File: config.mk
export PLATFORM = sky130hd
export DESIGN_NAME = tone_sig_ctrl
export DESIGN_NICKNAME = d
export VERILOG_FILES = /design/src/rtl/tone_sig_pkg.sv /design/src/rtl/tone_sig_timebase.sv /design/src/rtl/tone_sig_tx.sv /design/src/rtl/tone_sig_rx.sv /design/src/rtl/tone_sig_ctrl.sv
export SDC_FILE = /design/constraint.sdc
export NUM_CORES = 1
export LEC_CHECK = 0
export BUFFER_PORTS_ARGS = -buffer_cell sky130_fd_sc_hd__buf_4
export CORE_ASPECT_RATIO = 2
export CORE_MARGIN = 3
export CORE_UTILIZATION = 47
export DETAILED_ROUTE_END_ITERATION = 7
export SKIP_LAST_GASP = 1
export SYNTH_ARGS = -nofsm -noshare
export SYNTH_HDL_FRONTEND = slang
export SYNTH_SLANG_ARGS = --single-unit
File: constraint.sdc
create_clock -name clk -period 4.75 [get_ports clk]
set_input_delay 0.2375 -clock clk [delete_from_list [all_inputs] [get_ports clk]]
set_output_delay 0.2375 -clock clk [all_outputs]
set_load 0.02 [all_outputs]
File: src/rtl/tone_sig_pkg.sv
package tone_sig_pkg;
   localparam int ADDR_CTRL   = 0;
   localparam int ADDR_DIV    = 1;
   localparam int ADDR_SUPPLY = 2;
   localparam int ADDR_RXERR  = 3;
   localparam int ADDR_DATA0  = 4;
   localparam int TICKS_PER_PERIOD = 32;
   // the length field is three bits wide, which fixes the slot count
   localparam int MSG_SLOTS = 8;
   typedef enum logic [1:0] {TX_IDLE, TX_MARK, TX_SPACE, TX_GUARD} tx_state_e;
endpackage

File: src/rtl/tone_sig_timebase.sv
module tone_sig_timebase
   import tone_sig_pkg::*;
#(
   parameter int DIV_W = 8
) (
   input  logic             clk,
   input  logic             rst_n,
   input  logic             restart,
   input  logic [DIV_W-1:0] div,
   output logic             phase_hi,
   output logic             period_end
);
   localparam int SUB_W = $clog2(TICKS_PER_PERIOD);

   logic [DIV_W-1:0] pcnt;
   logic [DIV_W-1:0] lim;
   logic [SUB_W-1:0] sub;
   logic             tick;

   assign lim        = (div == '0) ? '0 : div - 1'b1;
   assign tick       = (pcnt >= lim);
   assign phase_hi   = ~sub[SUB_W-1];
   assign period_end = tick & (&sub);

   always_ff @(posedge clk or negedge rst_n) begin
      if (!rst_n) begin
         pcnt <= '0;
         sub  <= '0;
      end else if (restart) begin
         pcnt <= '0;
         sub  <= '0;
      end else if (tick) begin
         pcnt <= '0;
         sub  <= sub + 1'b1;
      end else begin
         pcnt <= pcnt + 1'b1;
      end
   end
endmodule

File: src/rtl/tone_sig_tx.sv
module tone_sig_tx
   import tone_sig_pkg::*;
#(
   parameter int HALF_BIT = 11,
   parameter int BURST_A  = 275,
   parameter int GUARD    = 330,
   parameter int SEG_W    = 9
) (
   input  logic       clk,
   input  logic       rst_n,
   input  logic       go,
   input  logic       msg_mode,
   input  logic       burst_b,
   input  logic [2:0] last_idx,
   input  logic [7:0] data [MSG_SLOTS],
   input  logic       period_end,
   output logic       env,
   output logic       done
);
   localparam logic [SEG_W-1:0] L_H  = SEG_W'(HALF_BIT);
   localparam logic [SEG_W-1:0] L_2H = SEG_W'(2 * HALF_BIT);
   localparam logic [SEG_W-1:0] L_A  = SEG_W'(BURST_A);
   localparam logic [SEG_W-1:0] L_G  = SEG_W'(GUARD);

   tx_state_e        st;
   logic [SEG_W-1:0] seg;
   logic [2:0]       byte_i, last_q, nxt_byte;
   logic [3:0]       bit_i, nxt_pos;
   logic             msg_q, bb_q;
   logic             cur_bit, nxt_bit, go_bit, seg_end;

   function automatic logic bit_of(input logic [7:0] b, input logic [3:0] pos);
      logic [3:0] pm1;
      pm1 = pos - 4'd1;
      if (pos == 4'd0) return ~^b;
      return b[pm1[2:0]];
   endfunction

   assign cur_bit  = bb_q | bit_of(data[byte_i], bit_i);
   assign nxt_byte = (bit_i == 4'd0) ? byte_i + 3'd1 : byte_i;
   assign nxt_pos  = (bit_i == 4'd0) ? 4'd8 : bit_i - 4'd1;
   assign nxt_bit  = bb_q | bit_of(data[nxt_byte], nxt_pos);
   assign go_bit   = burst_b | data[0][7];
   assign seg_end  = period_end & (seg == SEG_W'(1));
   assign env      = (st == TX_MARK);
   assign done     = (st == TX_GUARD) & seg_end;

   always_ff @(posedge clk or negedge rst_n) begin
      if (!rst_n) begin
         st <= TX_IDLE; seg <= '0; byte_i <= '0; bit_i <= '0;
         last_q <= '0; msg_q <= 1'b0; bb_q <= 1'b0;
      end else if (go) begin
         st     <= TX_MARK;
         byte_i <= '0;
         bit_i  <= 4'd8;
         last_q <= msg_mode ? last_idx : 3'd0;
         msg_q  <= msg_mode;
         bb_q   <= burst_b;
         seg    <= (msg_mode | burst_b) ? (go_bit ? L_H : L_2H) : L_A;
      end else if (st != TX_IDLE && period_end) begin
         if (!seg_end) begin
            seg <= seg - 1'b1;
         end else begin
            unique case (st)
               TX_MARK: begin
                  if (!msg_q && !bb_q) begin
                     st <= TX_GUARD; seg <= L_G;
                  end else begin
                     st <= TX_SPACE; seg <= cur_bit ? L_2H : L_H;
                  end
               end
               TX_SPACE: begin
                  if (bit_i != 4'd0 || byte_i != last_q) begin
                     st <= TX_MARK; byte_i <= nxt_byte; bit_i <= nxt_pos;
                     seg <= nxt_bit ? L_H : L_2H;
                  end else begin
                     st <= TX_GUARD; seg <= L_G;
                  end
               end
               default: st <= TX_IDLE;
            endcase
         end
      end
   end
endmodule

File: src/rtl/tone_sig_rx.sv
module tone_sig_rx
   import tone_sig_pkg::*;
#(
   parameter int HALF_BIT = 11,
   parameter int SEG_W    = 9
) (
   input  logic       clk,
   input  logic       rst_n,
   input  logic       go,
   input  logic       active,
   input  logic       env_in,
   input  logic       period_end,
   output logic       wr_en,
   output logic [2:0] wr_idx,
   output logic [7:0] wr_byte,
   output logic       fin,
   output logic [2:0] fin_cnt,
   output logic       fin_err
);
   localparam logic [SEG_W-1:0] THR   = SEG_W'(HALF_BIT + HALF_BIT / 2);
   localparam logic [SEG_W-1:0] END_S = SEG_W'(4 * HALF_BIT - 1);
   localparam logic [3:0]       OVER  = 4'(MSG_SLOTS + 1);

   logic             env_s, env_p, got, err;
   logic [SEG_W-1:0] mcnt, scnt;
   logic [7:0]       shreg;
   logic [3:0]       bitc, nbytes;
   logic [8:0]       full;
   logic             rise, fall, byte_done;

   assign rise      = env_s & ~env_p;
   assign fall      = env_p & ~env_s;
   assign full      = {shreg, (mcnt < THR)};
   assign byte_done = active & fall & (bitc == 4'd8);
   assign wr_en     = byte_done & (nbytes < 4'(MSG_SLOTS));
   assign wr_idx    = nbytes[2:0];
   assign wr_byte   = full[8:1];
   assign fin       = active & got & ~env_s & ~env_p & period_end & (scnt == END_S);
   assign fin_cnt   = nbytes[2:0] - 3'd1;
   assign fin_err   = err | (bitc != 4'd0) | (nbytes == 4'd0) | (nbytes > 4'(MSG_SLOTS));

   always_ff @(posedge clk or negedge rst_n) begin
      if (!rst_n) begin
         env_s <= 1'b0; env_p <= 1'b0; got <= 1'b0; err <= 1'b0;
         mcnt <= '0; scnt <= '0; shreg <= '0; bitc <= '0; nbytes <= '0;
      end else if (go) begin
         env_s <= 1'b0; env_p <= 1'b0; got <= 1'b0; err <= 1'b0;
         mcnt <= '0; scnt <= '0; shreg <= '0; bitc <= '0; nbytes <= '0;
      end else if (active) begin
         env_s <= env_in;
         env_p <= env_s;
         if (rise) begin
            mcnt <= '0;
         end else if (env_s && period_end && !(&mcnt)) begin
            mcnt <= mcnt + 1'b1;
         end
         if (fall) begin
            scnt  <= '0;
            got   <= 1'b1;
            shreg <= full[7:0];
            if (bitc == 4'd8) begin
               bitc <= '0;
               if (nbytes != OVER) nbytes <= nbytes + 4'd1;
               if (!(^full)) err <= 1'b1;
            end else begin
               bitc <= bitc + 4'd1;
            end
         end else if (!env_s && got && period_end && !(&scnt)) begin
            scnt <= scnt + 1'b1;
         end
      end
   end
endmodule

File: src/rtl/tone_sig_ctrl.sv
module tone_sig_ctrl
   import tone_sig_pkg::*;
#(
   parameter int DIV_W    = 8,
   parameter int HALF_BIT = 11,
   parameter int BURST_A  = 275,
   parameter int GUARD    = 330,
   parameter int AW       = 4
) (
   input  logic          clk,
   input  logic          rst_n,
   input  logic          wr_en,
   input  logic [AW-1:0] addr,
   input  logic [7:0]    wdata,
   output logic [7:0]    rd_data,
   input  logic          rx_env,
   output logic          tone_out,
   output logic          lnb_en,
   output logic          lnb_high
);
   localparam int SEG_MAX0 = (BURST_A > GUARD) ? BURST_A : GUARD;
   localparam int SEG_MAX  = (SEG_MAX0 > 4 * HALF_BIT) ? SEG_MAX0 : 4 * HALF_BIT;
   localparam int SEG_W    = $clog2(SEG_MAX + 1);

   generate
      if (AW < 4)       begin : g_bad_aw   $error("AW too small for the register map"); end
      if (HALF_BIT < 2) begin : g_bad_half $error("HALF_BIT must be at least 2"); end
      if (DIV_W < 1 || DIV_W > 8) begin : g_bad_div $error("DIV_W must be 1 to 8"); end
      if (BURST_A < 1 || GUARD < 1) begin : g_bad_len $error("burst and guard must be non-zero"); end
   endgenerate

   logic [7:0]       ctrl_q;
   logic [DIV_W-1:0] div_q;
   logic [1:0]       sup_q;
   logic             rxerr_q;
   logic [7:0]       data_q [MSG_SLOTS];

   logic ctrl_acc, locked, tx_go, rx_go, cont_on;
   logic phase_hi, period_end, tx_env, tx_done;
   logic rx_wr, rx_fin, rx_err;
   logic [2:0] rx_idx, rx_cnt;
   logic [7:0] rx_byte;

   assign locked   = (ctrl_q[3] & (ctrl_q[1] | ctrl_q[0])) | ctrl_q[7];
   assign ctrl_acc = wr_en & (addr == AW'(ADDR_CTRL)) & ~locked;
   assign tx_go    = ctrl_acc & wdata[3] & (wdata[1] | wdata[0]) & ~wdata[7];
   assign rx_go    = ctrl_acc & wdata[7];
   assign cont_on  = ctrl_q[3] & ~ctrl_q[1] & ~ctrl_q[0];
   assign tone_out = (tx_env | cont_on) & phase_hi;
   assign lnb_en   = sup_q[1];
   assign lnb_high = sup_q[1] & sup_q[0];

   always_ff @(posedge clk or negedge rst_n) begin
      if (!rst_n) begin
         ctrl_q <= '0; div_q <= '0; sup_q <= '0; rxerr_q <= 1'b0;
      end else begin
         if (ctrl_acc) begin
            ctrl_q <= {wdata[7:4], wdata[3] & ~wdata[7], wdata[2:0]};
         end else if (tx_done) begin
            ctrl_q[3] <= 1'b0;
         end else if (rx_fin) begin
            ctrl_q[7]   <= 1'b0;
            ctrl_q[6:4] <= rx_cnt;
         end
         if (wr_en && addr == AW'(ADDR_DIV))    div_q <= wdata[DIV_W-1:0];
         if (wr_en && addr == AW'(ADDR_SUPPLY)) sup_q <= wdata[1:0];
         if (rx_go)       rxerr_q <= 1'b0;
         else if (rx_fin) rxerr_q <= rx_err;
      end
   end

   for (genvar i = 0; i < MSG_SLOTS; i++) begin : g_slot
      always_ff @(posedge clk or negedge rst_n) begin
         if (!rst_n)                                   data_q[i] <= '0;
         else if (wr_en && addr == AW'(ADDR_DATA0 + i)) data_q[i] <= wdata;
         else if (rx_wr && rx_idx == 3'(i))             data_q[i] <= rx_byte;
      end
   end

   always_comb begin
      rd_data = '0;
      if (addr == AW'(ADDR_CTRL))        rd_data = ctrl_q;
      else if (addr == AW'(ADDR_DIV))    rd_data = 8'(div_q);
      else if (addr == AW'(ADDR_SUPPLY)) rd_data = {6'd0, sup_q};
      else if (addr == AW'(ADDR_RXERR))  rd_data = {7'd0, rxerr_q};
      else begin
         for (int i = 0; i < MSG_SLOTS; i++)
            if (addr == AW'(ADDR_DATA0 + i)) rd_data = data_q[i];
      end
   end

   tone_sig_timebase #(.DIV_W(DIV_W)) u_tb (
      .clk(clk), .rst_n(rst_n), .restart(ctrl_acc), .div(div_q),
      .phase_hi(phase_hi), .period_end(period_end)
   );

   tone_sig_tx #(.HALF_BIT(HALF_BIT), .BURST_A(BURST_A), .GUARD(GUARD), .SEG_W(SEG_W)) u_tx (
      .clk(clk), .rst_n(rst_n), .go(tx_go), .msg_mode(wdata[1]),
      .burst_b(wdata[2] & ~wdata[1]), .last_idx(wdata[6:4]), .data(data_q),
      .period_end(period_end), .env(tx_env), .done(tx_done)
   );

   tone_sig_rx #(.HALF_BIT(HALF_BIT), .SEG_W(SEG_W)) u_rx (
      .clk(clk), .rst_n(rst_n), .go(rx_go), .active(ctrl_q[7]), .env_in(rx_env),
      .period_end(period_end), .wr_en(rx_wr), .wr_idx(rx_idx), .wr_byte(rx_byte),
      .fin(rx_fin), .fin_cnt(rx_cnt), .fin_err(rx_err)
   );
endmodule

* After elaboration in Yosys (flattened, before gate mapping)
Cells that the tools add are included.
** Word-level totals
- Memories :: 0
- Flip-flop bits (word level) :: 157
- Output and inout bits :: 11
- Bits of input ports :: 16
- RAM bits :: 0
- Latch bits :: 0
- ROM bits :: 0
- Word-level logic and storage cells :: 321
** Cells by class
- Bitwise operators :: 47
- Shift-type cells :: 0
- Div/mod/pow operators :: 0
- Reduce and logical (&&, ||, !) cells :: 77
- Eq/ne operators :: 29
- $mul :: 0
- Magnitude comparators :: 8
- Multiplexer cells :: 116
- $add $sub $neg :: 12
** Operators by type and width (count)
- 8-bit 2-to-1 mux :: 38
- 9-bit 2-to-1 mux :: 14
- 4-bit 2-to-1 mux :: 17
- 8-bit binary-select mux with 3-bit select :: 2
- 2-bit nonzero test :: 21
- 5-bit 2-to-1 mux :: 6
- 1-bit AND :: 26
- 1-bit logical AND :: 25
- 1-bit 2-to-1 mux :: 24
- 3-bit 2-to-1 mux :: 7
- 4-bit == test, second input constant :: 5
- 9-bit by 1-bit adder with 9-bit output, second input constant :: 2
- 9-bit one-hot mux with 2 select lines :: 1
- 9-bit AND reduction :: 2
- 4-bit by 3-bit == test with 1-bit output, second input constant :: 4
- 4-bit zero test :: 4
- 8-bit XNOR reduction :: 2
- 3-bit == test, second input constant :: 4
- 2-bit AND reduction :: 6
- 4-bit AND reduction :: 3
- 1-bit OR :: 11
- 9-bit by 1-bit == test with 1-bit output, second input constant :: 1
- 9-bit by 6-bit == test with 1-bit output, second input constant :: 1
- 9-bit by 5-bit less-than comparator with 1-bit output, second input constant :: 1
- other kinds (35) :: 62

* Longest topological paths before layout
- Word-level depth :: 16
- Mapped depth :: 19
- Depth with buffers taken out :: 17

* Cells and area by module
A second synthesis with hierarchy kept.
** Unflattened totals
- Cell total of the unflattened synthesis :: 1203
- Area, all modules :: 11584.9 µm²
** By module, submodules not included
- tone_sig_ctrl :: cells each 495, seq. area each 2077.0 µm², instances 1, area an instance 4819.6 µm²
- tone_sig_tx :: cells each 375, seq. area each 575.6 µm², instances 1, area an instance 3679.8 µm²
- tone_sig_rx :: cells each 232, seq. area each 950.9 µm², instances 1, area an instance 2109.5 µm²
- tone_sig_timebase :: cells each 101, seq. area each 325.3 µm², instances 1, area an instance 975.9 µm²

* Worst setup path before layout
OpenSTA, ideal clock, no wires.
- Path type :: register to register
- From :: reg div_q[0]
- To :: reg u_rx.mcnt[5]
- Buffers on the path :: 1
- Period minus slack after synthesis :: 3955 ps
- Setup time :: 80 ps
- Setup slack :: 795 ps
- Arrival :: 3875 ps
- Data required time :: 4670 ps
- Stages on the path, launching flop included :: 18
- Cell sequence :: dfrtp_1 -> inv_1 -> ha_1 -> inv_1 -> or4_1 -> and2_1 -> ha_1 -> nand2b_1 -> a21o_1 -> a21oi_1 -> o21ai_0 -> a21o_1 -> buf_2 -> nand2_1 -> or4b_1 -> or2_2 -> or3_1 -> a21oi_1
** On the way
- Longest elaborated chain between the ends :: 8
- Elaborated cells between the ends (all ways) :: 9
- Those cells by class :: add/sub: 1; order compare: 1; mux: 1; bitwise: 1; reduce/logical: 5
** RTL lines
- from (decl) :: line tone_sig_ctrl.sv:33 : logic [DIV_W-1:0] div_q;
- from (signal assigned) :: line tone_sig_ctrl.sv:65 : if (wr_en && addr == AW'(ADDR_DIV)) div_q <= wdata[DIV_W-1:0];
- 8-bit by 1-bit subtractor with 8-bit output or 8-bit zero test (tied branches) :: line tone_sig_timebase.sv:20 : assign lim = (div == '0) ? '0 : div - 1'b1;
- 8-bit 2-to-1 mux * :: line tone_sig_timebase.sv:20
- 8-bit >= comparator * :: line tone_sig_timebase.sv:21 : assign tick = (pcnt >= lim);
- 1-bit AND * :: line tone_sig_timebase.sv:23 : assign period_end = tick & (&sub);
- 1-bit logical AND * (2 in a row) :: line tone_sig_rx.sv:54 : end else if (env_s && period_end && !(&mcnt)) begin
- 3-bit nonzero test (no line) *
- 2-bit AND reduction (no line) *
- to (signal assigned) :: line tone_sig_rx.sv:55 : mcnt <= mcnt + 1'b1;
- to (decl) :: line tone_sig_rx.sv:25 : logic [SEG_W-1:0] mcnt, scnt;
Every way passes the cells marked *; elsewhere a longest branch is shown, timed or not.
A chain may end at the register's enable or synchronous reset.

* Worst setup path in the final report
Ends and elaborated chain as after synthesis.

==> key figures <==
GRT
  – Largest net degree at the start of global routing: 167
  – First-pass GRT wire length: 58200 um
  – Gr usage total: 28.5%
  – Vias in the first global route: 10200
  – Initial antenna violation count: 0
  – Global route total overflow: 0

Setup path
  – Worst Path Max Fanout: 6
  – CP Data Arrival Time: 4.61 ns
  – Critical Path Start Type: flip-flop
  – Crit. End Element: flip-flop
  – R2r setup slk: 0.50 ns
  – Crit Path Class: reg2reg
  – Worst Path Required: 5.11 ns

Place
  – Setup WS pre-CTS: 0.529 ns
  – DP Cell Count: 1648
  – I/O Buffers: 26
  – DP Wirelength: 27100 um
  – GPL Wtd Cong: 0.916
  – Cell Area, Placed: 12100 sq um

Power
  – Psw: 2470 uW
  – PwrDens: 486 nW/um^2
  – Clock power frac: 26.0%
  – Worst VDD drop: 0.380 mV
  – Register share of total power: 37.4%
  – Total power: 6210 uW
  – Sw Share: 39.8%
  – Gate power share: 36.6%
  – Leak Pwr: 0.00531 uW
  – Power Internal: 3740 uW

Yosys
  – Area contributors post-synth: dfrtp_1 (34%), nand2_1 (6.8%), mux4_2 (5.4%)
  – Top_reg_cell synth: dfrtp_1
  – Mapped Area: 11600 sq um
  – Yosys reg bits: 157
  – Count of cell types in the netlist: 75
  – Ys Warns: 0
  – Yosys top cell area share: 33.8%
  – Top-count cell post-synth: nand2_1
  – Post-Syn Area per Cell: 8.56 sq um
  – Post-Synthesis Cells: 1358
  – Post-synthesis sequential area ratio: 33.8%
  – Post-synth top cells: nand2_1 (210), dfrtp_1 (157), a21oi_1 (98)
  – Post-synth ARST share: 100%
  – Yosys top cell by area: dfrtp_1
  – Post-synth net total: 1410
  – EDFF count, synth: 0

CTS
  – CTS resizes: 0
  – Clk_lat worst skew: 0.44 ns
  – Clock tree from TritonCTS: done
  – Clock Sinks: 157
  – Clock root buffer: clkbuf_16
  – H-tree depth: 4
  – Reg clk slew, reported paths: 0.06 ns
  – Setup Buffers After CTS: 0
  – Clk buf depth: 2
  – Total CTS buffers: 17
  – Hold Buf Count CTS: 1

Die
  – Die area: 26800 sq um
  – IO Count: 27
  – Core footprint: 24100 sq um
  – Die Y: 228 um
  – Rows: 80
  – Initial Util: 48.2%
  – Die Wd: 117 um

STA
  – Worst Slack Setup Final: 0.497 ns
  – Fin Clk Skew: 0.0107 ns
  – RSZ-0062 raised after global routing: false
  – TNS Setup: 0 ns
  – Final Hold Viols: 0
  – Final setup violation count: 0
  – Tcrit/Tclk final: 89.5%
  – Slew Viols, Final: 0
  – Highest clock rate: 235 MHz
  – Period minus WS final: 4.25 ns
  – Max-slew headroom: 15.4%
  – Slew @ Worst Pin: 1.26 ns

Status
  – Status: complete, but fails checks
  – Failing checks: design-rule violations

Detailed routing
  – First DRT Iteration DRCs: 838
  – Post-route ant nets: 0
  – Drt drc: 7
  – Via density: 6.04
  – Wirelength, routed: 36900 um
  – Avg WL per Cell: 22.0 um
  – Pre-antenna DRT Iters: 8
  – Total number of vias: 10200

Final layout
  – # fillers: 2294
  – Design Area, Final: 12800 sq um
  – Share of post-route cells with drive strength above 1: 11.2%
  – Ant. Diodes: 0
  – # nets final: 1392
  – Area Overhead vs Synth: 9.92%
  – Final cell count without fillers: 1681

Run
  – Max cap viols: 0

Worst hold path
  – Min-delay worst type: in2reg
## worst paths after layout
check,from,endpoint,cells past startpoint
max,div_q[0],u_rx.mcnt[5],16
min,rx_env,u_rx.env_s,3
max reg2reg,div_q[0],u_rx.mcnt[5],16
min reg2reg,ctrl_q[2],ctrl_q[2],2
max in group asynchronous,rst_n,data_q[32],3
min in group asynchronous,rst_n,u_tx.seg[5],2
## layer usage
| metal | vias to the layer above | routed length (um) | GRT usage [%] |
|---|---|---|---|
| met3 | 89 | 1690 | 3.34 |
| met1 | 4923 | 13700 | 33.8 |
| met4 | 0 | 2020 | 14.1 |
| li1 | 4798 | - | - |
| met5 | - | 0 | 0 |
| met2 | 347 | 19500 | 49.5 |
## cells by family after synthesis
group | Yosys count | synth area share (%)
multiplexers | 105 | 12.3
XOR/XNOR | 87 | 6.68
flip-flops | 157 | 33.8
buffers and inverters | 133 | 4.55
AND/OR/NAND/NOR | 551 | 23.6
AO/OA/AOI/OAI | 289 | 15.1
adder cells (fa/ha/maj) | 36 | 3.87
## flip-flops by register name, summed over array words and instances, names as in the netlist, 4 cells and up
signal and flops:
u_tb.sub 5, u_tx.bit_i 4, u_rx.wr_byte 8, u_rx.mcnt 9, u_rx.nbytes 4, u_tx.seg 9
u_rx.scnt 9, u_rx.bitc 4, div_q 8, u_tb.pcnt 8, ctrl_q 8, data_q 64
## power by group through the flow
stage | clock [uW] | combinational, uW | sequential [uW]
6_report | 1610 | 2270 | 2320
5_1_grt | 1680 | 2530 | 2370
4_1_cts | 1630 | 2290 | 2300
3_5_place_dp | 0 | 2270 | 2330
3_3_place_gp | 0 | 2240 | 2320
2_1_floorplan | 0 | 1800 | 2010
## stage by stage
step | util (%) | hold WS, ns
after CTS | 53.0 | 0.0300
final | 53.0 | 0.0415
after floorplan | - | -0.0581
after detailed placement | 50.1 | 0.362
after global routing | 53.0 | 0.0478
after global placement | 50.1 | 0.352
## area by class of cell
| cell class | instances | area [sq um] | share of cell area [%] |
|---|---|---|---|
| well taps | 328 | 410 | 3.21 |
| clock inverters | 13 | 235 | 1.84 |
| multi-input cells | 1068 | 7180 | 56.2 |
| flip-flops and latches | 157 | 3930 | 30.8 |
| inverters | 44 | 165 | 1.29 |
| clock buffers | 19 | 453 | 3.54 |
| repair buffers | 52 | 409 | 3.20 |
## critical path, stage by stage (launching register included)
cell	delay, ns
dfrtp_1	0.39
inv_1	0.12
ha_1	0.22
inv_1	0.08
or4_1	0.57
and2_1	0.21
ha_1	0.26
nand2b_1	0.10
a21o_1	0.11
a21oi_1	0.05
o21ai_0	0.29
a21o_1	0.19
nand2_1	0.13
or4b_1	0.63
or2_2	0.36
or3_1	0.31
a21oi_1	0.15
## placed cells by master (no fill, tap or decap), drive strengths merged, types with 4 or more instances in the layout
cell type,count
nand2,210
dfrtp,157
a21oi,98
nor2,96
o21ai,96
nand2b,76
mux2i,62
buf,51
inv,46
xnor2,45
nor4,43
xor2,42
ha,36
mux4,28
nand3,27
nor3,19
clkbuf,19
a222oi,16
mux2,15
and3,14
o22ai,12
and2,12
or3,11
nor2b,11
a22oi,11
nand4,9
o31ai,7
a31oi,6
a22o,6
a211oi,6
bufinv,6
o221ai,5
a21o,4
a221oi,4
Power figures use the tool's default switching activity.
